==> config.mk <==
export PLATFORM = sky130hd
export DESIGN_NAME = usec_prescaler
export DESIGN_NICKNAME = d
export VERILOG_FILES = /design/src/rtl/usec_prescaler_pkg.sv /design/src/rtl/usec_ratio_regs.sv /design/src/rtl/usec_phase_acc.sv /design/src/rtl/usec_counter.sv /design/src/rtl/usec_prescaler.sv
export SDC_FILE = /design/constraint.sdc
export NUM_CORES = 1
export LEC_CHECK = 0
export ABC_AREA = 1
export BUFFER_PORTS_ARGS = -buffer_cell sky130_fd_sc_hd__clkbuf_2
export CAP_MARGIN = 20
export CORE_UTILIZATION = 48
export DETAILED_ROUTE_END_ITERATION = 6
export PLACE_DENSITY = 0.67
export SLEW_MARGIN = 20
export SYNTH_ARGS = -nofsm -noshare
export SYNTH_HDL_FRONTEND = slang
export SYNTH_SLANG_ARGS = --single-unit
==> constraint.sdc <==
create_clock -name clk -period 3.94 [get_ports clk]
set_clock_uncertainty 0.2 [all_clocks]
set_input_delay 0.197 -clock clk [delete_from_list [all_inputs] [get_ports clk]]
set_output_delay 0.197 -clock clk [all_outputs]
set_load 0.01 [all_outputs]
==> src/rtl/usec_prescaler_pkg.sv <==
package usec_prescaler_pkg;
  localparam logic [7:0] OFS_COUNT  = 8'h10;
  localparam logic [7:0] OFS_RATIO  = 8'h14;
  localparam logic [7:0] OFS_FREEZE = 8'h4C;

  typedef enum logic [1:0] {
    SEL_NONE,
    SEL_COUNT,
    SEL_RATIO,
    SEL_FREEZE
  } reg_sel_e;

  function automatic reg_sel_e decode_addr(input logic [7:0] a);
    case (a)
      OFS_COUNT:  return SEL_COUNT;
      OFS_RATIO:  return SEL_RATIO;
      OFS_FREEZE: return SEL_FREEZE;
      default:    return SEL_NONE;
    endcase
  endfunction
endpackage

==> src/rtl/usec_ratio_regs.sv <==
module usec_ratio_regs
  import usec_prescaler_pkg::*;
#(
  parameter int DATA_W  = 32,
  parameter int FIELD_W = 8,
  parameter logic [2*FIELD_W-1:0] RATIO_RST = 16'h000B
) (
  input  logic                 clk,
  input  logic                 rst_n,
  input  logic                 bus_wr,
  input  logic [7:0]           bus_addr,
  input  logic [DATA_W-1:0]    bus_wdata,
  output logic [2*FIELD_W-1:0] ratio_q,
  output logic                 freeze_q,
  output logic                 ratio_wr
);
  localparam int RATIO_W = 2 * FIELD_W;

  reg_sel_e sel;
  logic     freeze_wr;
  logic     unused_wdata_hi;

  assign sel             = decode_addr(bus_addr);
  assign ratio_wr        = bus_wr && (sel == SEL_RATIO);
  assign freeze_wr       = bus_wr && (sel == SEL_FREEZE);
  assign unused_wdata_hi = ^bus_wdata[DATA_W-1:RATIO_W];

  always_ff @(posedge clk or negedge rst_n) begin
    if (!rst_n) begin
      ratio_q  <= RATIO_RST;
      freeze_q <= 1'b0;
    end else begin
      if (ratio_wr)  ratio_q  <= bus_wdata[RATIO_W-1:0];
      if (freeze_wr) freeze_q <= bus_wdata[0];
    end
  end

  // a ratio write lands exactly the low half of the data word
  assert_ratio_store_R2: assert property (@(posedge clk) disable iff (!rst_n)
    ratio_wr |=> ratio_q == $past(bus_wdata[RATIO_W-1:0]));

  // the freeze bit only changes through its own address
  assert_freeze_only_on_write_R6: assert property (@(posedge clk) disable iff (!rst_n)
    !freeze_wr |=> $stable(freeze_q));
endmodule

==> src/rtl/usec_phase_acc.sv <==
module usec_phase_acc #(
  parameter int FIELD_W = 8
) (
  input  logic                 clk,
  input  logic                 rst_n,
  input  logic [2*FIELD_W-1:0] ratio,
  input  logic                 restart,
  input  logic                 hold,
  output logic                 tick
);
  localparam int ACC_W = FIELD_W + 2;

  logic [ACC_W-1:0] step;
  logic [ACC_W-1:0] limit;
  logic [ACC_W-1:0] phase_q;
  logic [ACC_W-1:0] sum;
  logic             wrap;

  assign step  = ACC_W'(ratio[2*FIELD_W-1:FIELD_W]) + ACC_W'(1);
  assign limit = ACC_W'(ratio[FIELD_W-1:0]) + ACC_W'(1);
  assign sum   = phase_q + step;
  assign wrap  = (sum >= limit);
  assign tick  = wrap && !hold && !restart;

  always_ff @(posedge clk or negedge rst_n) begin
    if (!rst_n)       phase_q <= '0;
    else if (restart) phase_q <= '0;
    else if (!hold)   phase_q <= wrap ? (sum - limit) : sum;
  end

  // with step not above limit, the phase stays below the limit
  assert_phase_in_range_R3: assert property (@(posedge clk) disable iff (!rst_n)
    (step <= limit) |-> (phase_q < limit));

  // a held phase produces no tick and does not move
  assert_phase_hold_R6: assert property (@(posedge clk) disable iff (!rst_n)
    (hold && !restart) |=> $stable(phase_q));
endmodule

==> src/rtl/usec_counter.sv <==
module usec_counter #(
  parameter int CNT_W = 32
) (
  input  logic             clk,
  input  logic             rst_n,
  input  logic             tick,
  input  logic             hold,
  output logic [CNT_W-1:0] count
);
  always_ff @(posedge clk or negedge rst_n) begin
    if (!rst_n)               count <= '0;
    else if (tick && !hold)   count <= count + CNT_W'(1);
  end

  // the count never jumps by more than one
  assert_single_step_R5: assert property (@(posedge clk) disable iff (!rst_n)
    1'b1 |=> (count == $past(count)) || (count == $past(count) + CNT_W'(1)));

  // frozen count holds
  assert_frozen_hold_R6: assert property (@(posedge clk) disable iff (!rst_n)
    hold |=> $stable(count));
endmodule

==> src/rtl/usec_prescaler.sv <==
module usec_prescaler
  import usec_prescaler_pkg::*;
#(
  parameter int DATA_W  = 32,
  parameter int FIELD_W = 8,
  parameter int CNT_W   = 32,
  parameter logic [2*FIELD_W-1:0] RATIO_RST = 16'h000B
) (
  input  logic              clk,
  input  logic              rst_n,
  input  logic              bus_wr,
  input  logic [7:0]        bus_addr,
  input  logic [DATA_W-1:0] bus_wdata,
  output logic [DATA_W-1:0] bus_rdata,
  output logic              usec_tick
);
  localparam int RATIO_W = 2 * FIELD_W;

  logic [RATIO_W-1:0] ratio_q;
  logic               freeze_q;
  logic               ratio_wr;
  logic [CNT_W-1:0]   count;

  usec_ratio_regs #(
    .DATA_W(DATA_W), .FIELD_W(FIELD_W), .RATIO_RST(RATIO_RST)
  ) u_regs (
    .clk(clk), .rst_n(rst_n), .bus_wr(bus_wr), .bus_addr(bus_addr),
    .bus_wdata(bus_wdata), .ratio_q(ratio_q), .freeze_q(freeze_q),
    .ratio_wr(ratio_wr)
  );

  usec_phase_acc #(.FIELD_W(FIELD_W)) u_phase (
    .clk(clk), .rst_n(rst_n), .ratio(ratio_q), .restart(ratio_wr),
    .hold(freeze_q), .tick(usec_tick)
  );

  usec_counter #(.CNT_W(CNT_W)) u_count (
    .clk(clk), .rst_n(rst_n), .tick(usec_tick), .hold(freeze_q),
    .count(count)
  );

  always_comb begin
    case (decode_addr(bus_addr))
      SEL_COUNT:  bus_rdata = DATA_W'(count);
      SEL_RATIO:  bus_rdata = DATA_W'(ratio_q);
      SEL_FREEZE: bus_rdata = DATA_W'(freeze_q);
      default:    bus_rdata = '0;
    endcase
  end

  // the edge that writes the ratio never advances the count
  assert_no_tick_on_ratio_write_R4: assert property (@(posedge clk) disable iff (!rst_n)
    ratio_wr |=> $stable(count));

  // unmapped reads are zero
  assert_unmapped_reads_zero_R7: assert property (@(posedge clk) disable iff (!rst_n)
    (decode_addr(bus_addr) == SEL_NONE) |-> (bus_rdata == '0));
endmodule

==> results of run 1 <==
-- worst max path at each step --
| stage | from | end | slack [ps] | depth (start not counted) |
|---|---|---|---|---|
| finish | u_regs.ratio_q[8] | usec_tick | 60 | 19 |
| global route | u_regs.ratio_q[8] | u_count.count[7] | -150 | 22 |
| CTS | u_regs.ratio_q[8] | usec_tick | 10 | 19 |
| detailed placement | u_regs.ratio_q[9] | usec_tick | -110 | 22 |
| global placement | u_regs.ratio_q[8] | usec_tick | -20 | 22 |
| floorplan | u_regs.ratio_q[8] | u_phase.phase_q[2] | 520 | 22 |
-- power breakdown --
part           total (mW)  leakage, nW  switching (mW)  internal, mW
clock network       0.562        0.102           0.258         0.304
registers           0.828        0.723           0.107         0.721
logic                2.51         2.11            1.44          1.07
total                3.90         2.94            1.80          2.09
-- cell usage after synthesis (all sizes together) --
master	instances
nand3	54
dfrtp	56
o21bai	3
nor3	29
o22ai	7
o221ai	1
a21oi	8
buf	12
a21o	1
fa	2
dfstp	3
clkinv	1
nor3b	2
clkbuf	5
inv	90
xnor2	10
or2	2
nand3b	5
xor2	40
o21ai	32
ha	22
nand2	235
nand4	15
nor2	58
-- metrics by stage --
stage | hold WS [ps] | total power, mW
final | 22.0 | 3.90
after global routing | 53.1 | 4.23
after CTS | 2.57 | 3.45
after detailed placement | 80.0 | 2.68
after global placement | 78.9 | 2.64
after floorplan | -299 | 2.27
-- registers in the layout, summed over array words and instances, names as in the netlist --
register and count:
u_regs.freeze_q 1, u_phase.phase_q 10, u_regs.ratio_q 16, u_count.count 32
-- logic make-up after synthesis --
| group | synth area share |
|---|---|
| AO/OA/AOI/OAI | 0.0605 |
| XOR/XNOR | 0.0937 |
| adder cells (fa/ha/maj) | 0.0675 |
| buffers and inverters | 0.0961 |
| flip-flops | 0.317 |
| AND/OR/NAND/NOR | 0.365 |
-- layout make-up --
| type | count | area [sq um] | area share |
|---|---|---|---|
| clock buffer | 10 | 138 | 0.0232 |
| timing repair buffer | 108 | 721 | 0.121 |
| inverter | 91 | 354 | 0.0597 |
| timing repair inverter | 1 | 6.26 | 0.00105 |
| multi-input combinational | 526 | 3020 | 0.509 |
| tap | 129 | 161 | 0.0272 |
| clock inverter | 5 | 53.8 | 0.00907 |
| sequential | 59 | 1480 | 0.249 |
-- metal layers --
layer  wire length (um)  vias up
met1               6310     2250
met4                176        0
met3                778       16
li1                   -     2399
met5                  0        -
met2               6040      167
-- critical path: cells and delay by family, from the launching register on --
family                   cells  cell delay [ps]
AND/OR/NAND/NOR              9              860
buffers and inverters        3              320
XOR/XNOR                     2              430
adder cells (fa/ha/maj)      3              810
flip-flops                   1              400
AO/OA/AOI/OAI                2              330
-- what timing repair did --
action	CTS	global route
setup buffers	3	12
hold buffers	19	0
cloned	1	0
gates resized for setup	15	43
hold endpoints to repair	40	0
pin swaps	4	25
endpoints found under the setup margin	33	41
==> impl_results.md, run 1 <==
- DR WL/cell: 14.3 um
- Worst skew pair latency: approximately 350 ps
- Sequential share of the synthesized area: 0.317
- Chip Width: 101 um
- Clock sinks: 59
- Relative slew margins: 0.405
- Synthesized instance count: a little under 700
- GP Congestion: 0.885
- Final setup violation count: 0
- Initial drt markers: 388
- Total negative setup slack: 0 ps
- Buffer depth of the longest clock path: 2
- TritonCTS Buffers: 9
- Commonest non-fill, non-tap cell in the layout: nand2_1
- Fillers: between 800 and 900
- Final WS setup: 57.1 ps
- DRC viols: 0
- Final slew viol count: 0
- #FFs+latches synth: 59
- Die area: 10100 sq um
- Vias in the first global route: 4467
- Routed Antenna Nets: 0
- Worst R2R Setup Slack: 130 ps
- Largest net degree at the start of global routing: 38
- Worst Path Required: ~3500 ps
- Share of layout cells above drive strength 1: 0.204
- Total global-route track usage: 0.267
- Fin cells: roughly 930
- Area added between synthesis and finish: 27.0%
- Yosys warns: 0
- Critical Path, Cell by Cell: ha_2 > buf_4 > xor2_1 > ha_1 > nand2_2 > nand3_2 > nand2_1 > nand2_1 > xor2_2 > ha_4 > nand2_1 > nand2_1 > a21oi_2 > nand2_1 > a21oi_2 > nand2_2 > nand2_4 > clkinv_8 > buf_6
- CP Class: flop to primary output
- Post-place setup slack: -112 ps
- Ant diodes: 0
- Clk slew on worst S/H paths: 70 ps
- Core footprint: 9330 sq um
- Synth cell types: 33
- Startpoint Class: flop
- Cells after DPL: between 800 and 900
- Post-DP HPWL: 9480 um
- Grt total ovfl: 0
- First-pass GRT wire length: 21000 um
- Worst reg2reg startpoint: u_regs.ratio_q[8]
- Fmax: 0.258 GHz
- Hold EP: u_regs.freeze_q
- Syn nets: 760
- Worst hold-check path type: input pin to flop
- IO Port Bufs: 59
- Vias per cell: 5.20
- Die height: 101 um
- Worst-Margin Slew: 889 ps
- GR Util met1: 0.381
- Final Cycle Share: 0.986
- Outcome: completed
- Largest area contributor in the netlist: dfrtp_1
- Syn Area/Cell: 6.74 sq um
- Top cells by area, synth: dfrtp_1 30%, nand2_1 19%, xor2_1 7.5%, inv_1 7.1%, ha_1 5.9%
- Slowest CP cell: dfrtp_1
- Crit path max fanout: 5
- Max VDD drop: roughly 0.31 mV
- Crit path top cell by count: nand2_1
- Critical path capture point type: primary output
- Netlist Area Pre-Place: ~4700 sq um
- Unrepaired setup endpoints after global routing: true
- Final core utilization: 0.636
- M3 GR Usage: 0.0319
- Hold Startpoint: bus_addr[4]
- Largest stage delay, worst path: 400 ps
- Leading cell types in the layout, fill and taps excluded: 223 x nand2_1, 81 x inv_1, 58 x clkbuf_2
- CTS tree: done
- DR vias: 4832
- Met2 usage: 0.425
- Cell Rows: 35
- Htree depth: 3
- Initial Utilization: 0.501
- Initial antenna violation count: 0
- Ports: 76
- Share of the synthesized area in the top cell type: 0.300
- Nets: 863
- Clock Tree Root: clkbuf_8
- CP arrival: 3490 ps
- Reg2Reg Depth: 20
- Busiest layer in global routing: met2
- 1st-pass router iterations: 5
- Area after DPL: between 5000 and 6000 sq um
- Tmin final: 3880 ps
- Cell depth of the worst hold path: 4
- Fin area: between 5000 and 6000 sq um
- Leakage power: around 2.9 nW
- PD cells: 656 nW/um^2
- Wirelength, routed: 13300 um
- RR Endpoint: u_count.count[7]
- Final hold violation count: 0
- Max-cap violation count: 0
No activity file was read; power rests on OpenSTA's default activity.
==> run 2, diff against run 1 <==
- CTS_BUF_LIST: not set -> sky130_fd_sc_hd__clkbuf_16
==> impl_results.md, run 2 (same netlist as run 1, synthesis figures left out) <==
- Unrepaired setup endpoints after global routing: true
- CP Class: flop to primary output
- Final hold violation count: 0 (unchanged)
- Total negative setup slack: 0 ps (unchanged)
- Largest net degree at the start of global routing: 38 (unchanged)
- Share of layout cells above drive strength 1: 0.189 (-0.0145)
- Leading cell types in the layout, fill and taps excluded: 226 x nand2_1, 83 x inv_1, 58 x clkbuf_2
- CTS tree: done
- Final setup violation count: 0 (unchanged)
- Grt total ovfl: 0 (unchanged)
- Initial drt markers: 351 (-9.5%)
- Crit path top cell by count: nand2_1
- Htree depth: 3 (unchanged)
- Largest stage delay, worst path: 360 ps (-40 ps)
- Largest regs: u_count.count x32, u_regs.ratio_q x16, u_phase.phase_q x10
- Overall power: 3.99 mW (+2.3%)
- Buffer depth of the longest clock path: 2 (unchanged)
- Worst hold-check path type: input pin to flop
- Cell Rows: 35 (unchanged)
- Part of the power in the clock network: 0.191 (+0.047)
- Final Cycle Share: 0.975 (-0.0102)
- Logic pwr share: 0.601 (-0.042)
- Clk slew on worst S/H paths: 50 ps (-20 ps)
- Worst Path Required: 3540 ps (about the same)
- Startpoint Class: flop
- Critical path capture point type: primary output
- Psw: 1.78 mW (-1.3%)
- Post-DP HPWL: 9480 um (unchanged)
- Internal Power: 2.21 mW (+5.4%)
- Final WS setup: 97.3 ps (+40.2 ps)
- Total global-route track usage: 0.271 (+0.00450)
- Vias per cell: 5.20 (about the same)
- Commonest non-fill, non-tap cell in the layout: nand2_1
- IO Port Bufs: 59 (unchanged)
- 1st-pass router iterations: 5 (unchanged)
- Nets: 861 (-0.23%)
- DR vias: 4819 (-0.27%)
- PD cells: 669 nW/um^2 (+1.9%)
- Critical Path, Cell by Cell: inv_2 > nor3_4 > buf_4 > xor2_1 > inv_1 > ha_4 > nand2_2 > inv_1 > nand2_1 > nand2_1 > xor2_2 > ha_4 > nand2_1 > nand2_1 > a21oi_2 > nand2_1 > a21oi_2 > nand2_2 > nand2_4 > clkinv_8 > buf_6
- GP Congestion: 0.885 (unchanged)
- Final core utilization: 0.639 (+0.00241)
- Wirelength, routed: 13300 um (-0.33%)
- TritonCTS Buffers: 9 (unchanged)
- Ant diodes: 0 (unchanged)
- Most flops, register: u_count.count
- Number of flip-flops in the largest register: 32 (unchanged)
- Chip Width: 101 um (unchanged)
- DR WL/cell: 14.3 um (-0.12%)
- Clock sinks: 59 (unchanged)
- Fin cells: 927 (-0.22%)
- Die height: 101 um (unchanged)
- Cells after DPL: 879 (unchanged)
- Clock Tree Root: clkbuf_16
- Post-place setup slack: -112 ps (unchanged)
- Initial antenna violation count: 0 (unchanged)
- Max-cap violation count: 0 (unchanged)
- Relative slew margins: 0.415 (+0.00987)
- Area added between synthesis and finish: 27.5%
- Die area: 10100 sq um (unchanged)
- DRC viols: 0 (unchanged)
- Routed Antenna Nets: 0 (unchanged)
- Fmax: 0.260 GHz (+1.0%)
- Worst skew pair latency: 330 ps (-20 ps)
- Slowest CP cell: dfrtp_1
- First-pass GRT wire length: 21400 um (+1.8%)
- Leakage power: 2.95 nW (+0.56%)
- Core footprint: 9330 sq um (unchanged)
- Outcome: completed
- Vias in the first global route: 4511 (+0.99%)
- Tmin final: 3840 ps (-40.2 ps)
- Initial Utilization: 0.501 (unchanged)
- Worst-Margin Slew: 874 ps (-14.7 ps)
- CP arrival: 3450 ps (-40 ps)
- Crit path max fanout: 4 (-1)
- Ports: 76 (unchanged)
- Switching Fraction: 0.446 (-0.0164)
- Flop pwr share: 0.208 (-0.005)
- Final slew viol count: 0 (unchanged)
- Max VDD drop: 0.362 mV (+15%)
-- run 2: cell types whose count changed in the layout (fill, tap and decap cells not counted), moves of 2 or more --
cell	delta
clkbuf_16	+9
clkbuf_8	-10
ha_1	+2
inv_1	+2
inv_2	-2
nand2_1	+3
nand2_4	-3
-- run 2: power groups by stage --
| stage | sequential, mW | combinational [mW] | clock [mW] |
|---|---|---|---|
| after global placement | 0.814 | 1.82 | 0 |
| final | 0.828 | 2.40 | 0.761 |
| after detailed placement | 0.816 | 1.87 | 0 |
| after floorplan | 0.792 | 1.48 | 0 |
| after CTS | 0.813 | 2.07 | 0.770 |
| after global routing | 0.842 | 2.68 | 0.803 |
-- run 2: routing by layer --
layer  GRT usage  share of wire  up-vias
li1            -              -     2395
met1       0.380           0.49     2235
met2       0.434           0.45      174
met3      0.0472          0.055       15
met4      0.0691         0.0087        0
met5           0              0        -
-- run 2: through the flow --
step	hold slack, ps	area, sq um
4_1_cts	28.0	5720
5_1_grt	75.6	5960
3_3_place_gp	78.9	5130
3_5_place_dp	80.0	5130
6_report	39.1	5960
2_1_floorplan	-299	4670
-- run 2: final cells by class --
type | count | area, sq um
Clock buffer | 9 | 225
Clock inverter | 6 | 57.6
Fill cell | 857 | 3370
Inverter | 91 | 354
Multi-Input combinational cell | 526 | 2970
Sequential cell | 59 | 1480
Tap cell | 129 | 161
Timing Repair Buffer | 106 | 702
Timing Repair inverter | 1 | 6.26
-- run 2: path summary, 6_finish.rpt --
check	startpoint	to	slack, ps	cells past startpoint
max reg2reg	u_regs.ratio_q[9]	u_count.count[5]	150	21
max	u_regs.ratio_q[9]	usec_tick	100	21
max in group asynchronous	rst_n	u_count.count[17]	2390	3
min reg2reg	u_count.count[31]	u_count.count[31]	280	2
min in group asynchronous	rst_n	u_regs.ratio_q[6]	270	2
min	bus_addr[4]	u_regs.freeze_q	40	4
-- run 2: timing repair --
action                                  4_1_cts  5_1_grt
cloned                                        1        0
endpoints found under the setup margin       33       42
pin swaps                                     4       17
gates resized for setup                      14       31
hold endpoints to repair                     40        0
setup buffers                                 3       10
hold buffers                                 19        0
-- run 2: critical path: cells and delay by family, from the launching register on --
| family | cells | cell delay (ps) |
|---|---|---|
| adder cells (fa/ha/maj) | 2 | 550 |
| flip-flops | 1 | 360 |
| XOR/XNOR | 2 | 420 |
| AO/OA/AOI/OAI | 2 | 300 |
| buffers and inverters | 6 | 580 |
| AND/OR/NAND/NOR | 9 | 890 |
==> run 3, diff against run 2 <==
- PLACE_DENSITY: 0.67 -> 0.7
==> impl_results.md, run 3 (same netlist as run 1, synthesis figures left out) <==
- Outcome: completed
- Initial drt markers: 327 (-6.8%)
- Worst reg2reg startpoint: u_regs.ratio_q[10]
- Fin area: 5970 sq um (+0.17%)
- CTS tree: done
- Ant diodes: 0 (unchanged)
- Die height: 101 um (unchanged)
- Vias per cell: 5.24 (+0.76%)
- Die area: 10100 sq um (unchanged)
- Critical path capture point type: primary output
- Routed Antenna Nets: 0 (unchanged)
- Share of layout cells above drive strength 1: 0.190 (+0.000475)
- Hold WS: 37.2 ps (-1.92 ps)
- DRC viols: 0 (unchanged)
- Reg2Reg Depth: 25 (+19%)
- Internal Power: 2.21 mW (+0.15%)
- Final slew viol count: 0 (unchanged)
- Cell depth of the worst hold path: 4 (unchanged)
- Fmax: 0.265 GHz (+1.7%)
- PD cells: 670 nW/um^2 (+0.12%)
- Initial antenna violation count: 0 (unchanged)
- Hold EP: u_regs.freeze_q
- DR vias: 4845 (+0.54%)
- Htree depth: 3 (unchanged)
- Hold Startpoint: bus_addr[4]
- Leading cell types in the layout, fill and taps excluded: 224 x nand2_1, 85 x inv_1, 58 x clkbuf_2
- Core footprint: 9330 sq um (unchanged)
- Commonest non-fill, non-tap cell in the layout: nand2_1
- Vias in the first global route: 4580 (+1.5%)
- Final Cycle Share: 0.959 (-0.0159)
- CP Class: flop to primary output
- CP arrival: 3380 ps (-70 ps)
- Final setup violation count: 0 (unchanged)
- Switching Fraction: 0.447 (+0.000758)
- Worst skew pair latency: 330 ps (about the same)
- Max VDD drop: 0.464 mV (+28%)
- Relative slew margins: 0.471 (+0.0560)
- Part of the power in the clock network: 0.195 (+0.004)
- Psw: 1.79 mW (+0.46%)
- Largest regs: u_count.count x32, u_regs.ratio_q x16, u_phase.phase_q x10
- Most flops, register: u_count.count
- Worst R2R Setup Slack: 250 ps (+100 ps)
- Logic pwr share: 0.599 (-0.002)
- Worst-Margin Slew: 792 ps (-81.7 ps)
- Number of flip-flops in the largest register: 32 (unchanged)
- Final hold violation count: 0 (unchanged)
- Flop pwr share: 0.207 (about the same)
- Wirelength, routed: 13300 um (+0.45%)
- 1st-pass router iterations: 5 (unchanged)
- Clock Tree Root: clkbuf_16
- IO Port Bufs: 59 (unchanged)
- Tmin final: 3780 ps (-62.6 ps)
- Worst Path Required: 3540 ps (about the same)
- Area after DPL: 5160 sq um (+0.44%)
- Total global-route track usage: 0.275 (+0.00341)
- Cell Rows: 35 (unchanged)
- Chip Width: 101 um (unchanged)
- Post-DP HPWL: 9630 um (+1.6%)
- TritonCTS Buffers: 9 (unchanged)
- Worst hold-check path type: input pin to flop
- Fillers: 844 (-1.5%)
- Buffer depth of the longest clock path: 2 (unchanged)
- Max-cap violation count: 0 (unchanged)
- Area added between synthesis and finish: 27.7%
- Initial Utilization: 0.501 (unchanged)
- Startpoint Class: flop
- Nets: 858 (-0.35%)
- RR Endpoint: u_count.count[6]
- Grt total ovfl: 0 (unchanged)
- First-pass GRT wire length: 21500 um (+0.84%)
- Ports: 76 (unchanged)
- GP Congestion: 0.920 (+3.9%)
- Largest net degree at the start of global routing: 38 (unchanged)
- Crit path max fanout: 5 (+1)
- Clock sinks: 59 (unchanged)
- Leakage power: 2.94 nW (-0.33%)
- DR WL/cell: 14.4 um (+0.67%)
- Clk slew on worst S/H paths: 60 ps (about the same)
run 3: changes by cell type in the layout (fill, tap and decap cells not counted), sizes merged:
cell      previous run  this run
clkinvlp             0         1
buf                 29        26
run 3: how the worst max path moves through the flow:
stage	from	to	slack [ps]	cells after the start
2_1_floorplan	u_regs.ratio_q[8]	u_phase.phase_q[2]	520	22
3_3_place_gp	u_regs.ratio_q[8]	usec_tick	30	22
3_5_place_dp	u_regs.ratio_q[9]	usec_tick	-30	23
4_1_cts	u_regs.ratio_q[9]	usec_tick	8	22
5_1_grt	u_regs.ratio_q[8]	usec_tick	-70	23
6_report	u_regs.ratio_q[10]	usec_tick	160	23
run 3: timing repair:
item | CTS | global route
buffers inserted | 2 | 6
pin swaps | 3 | 23
endpoints found under the hold margin | 41 | 0
gates cloned | 1 | 0
gates resized for setup | 12 | 38
hold buffers | 19 | 0
endpoints found under the setup margin | 8 | 36
run 3: final cells by class:
class                   count  area, sq um  share of cell area
flip-flops and latches     59         1480               0.248
inverters                  91          354              0.0593
multi-input cells         526         2990               0.501
clock buffers               9          225              0.0377
repair inverters            1         6.26             0.00105
clock inverters             7         68.8              0.0115
well taps                 129          161              0.0270
repair buffers            103          683               0.114
run 3: layer usage:
metal	track usage	vias up	wire length [um]
met5	0	-	0
met3	0.0374	31	807
met2	0.433	172	5960
met4	0.0881	0	287
li1	-	2392	-
met1	0.390	2250	6260
run 3: power by group through the flow:
stage          Clock (mW)  Combinational, mW  Sequential (mW)
6_report            0.778               2.39            0.826
5_1_grt             0.811               2.69            0.841
4_1_cts             0.786               2.06            0.811
3_5_place_dp            0               1.91            0.817
3_3_place_gp            0               1.85            0.815
2_1_floorplan           0               1.48            0.792
run 3: worst max-delay path, stage by stage, from the launching register on:
cell,delay (ps)
dfrtp_1,340
inv_1,90
nor3_4,250
nand3_2,130
xor2_1,150
inv_1,90
ha_4,250
buf_4,130
nand2_2,70
nor2_1,50
nor2_1,130
nand2_1,60
nand2_1,70
nand2_2,90
ha_4,240
nand2_2,70
inv_1,50
a21oi_2,140
nand2_2,90
a21oi_4,140
nand2_2,100
nand2_4,120
clkinv_8,70
buf_6,120
run 3: stage by stage:
stage / setup slack, ps / instances / power [mW] / TNS (ps) / util
after floorplan: 521 / 693 / 2.27 / 0 / -
after global placement: 26.4 / 882 / 2.67 / 0 / 0.553
after global routing: -71.7 / 925 / 4.34 / -345 / 0.640
final: 160 / 925 / 4.00 / 0 / 0.640
after detailed placement: -30.0 / 882 / 2.73 / -45.9 / 0.553
after CTS: 7.74 / 920 / 3.66 / 0 / 0.613
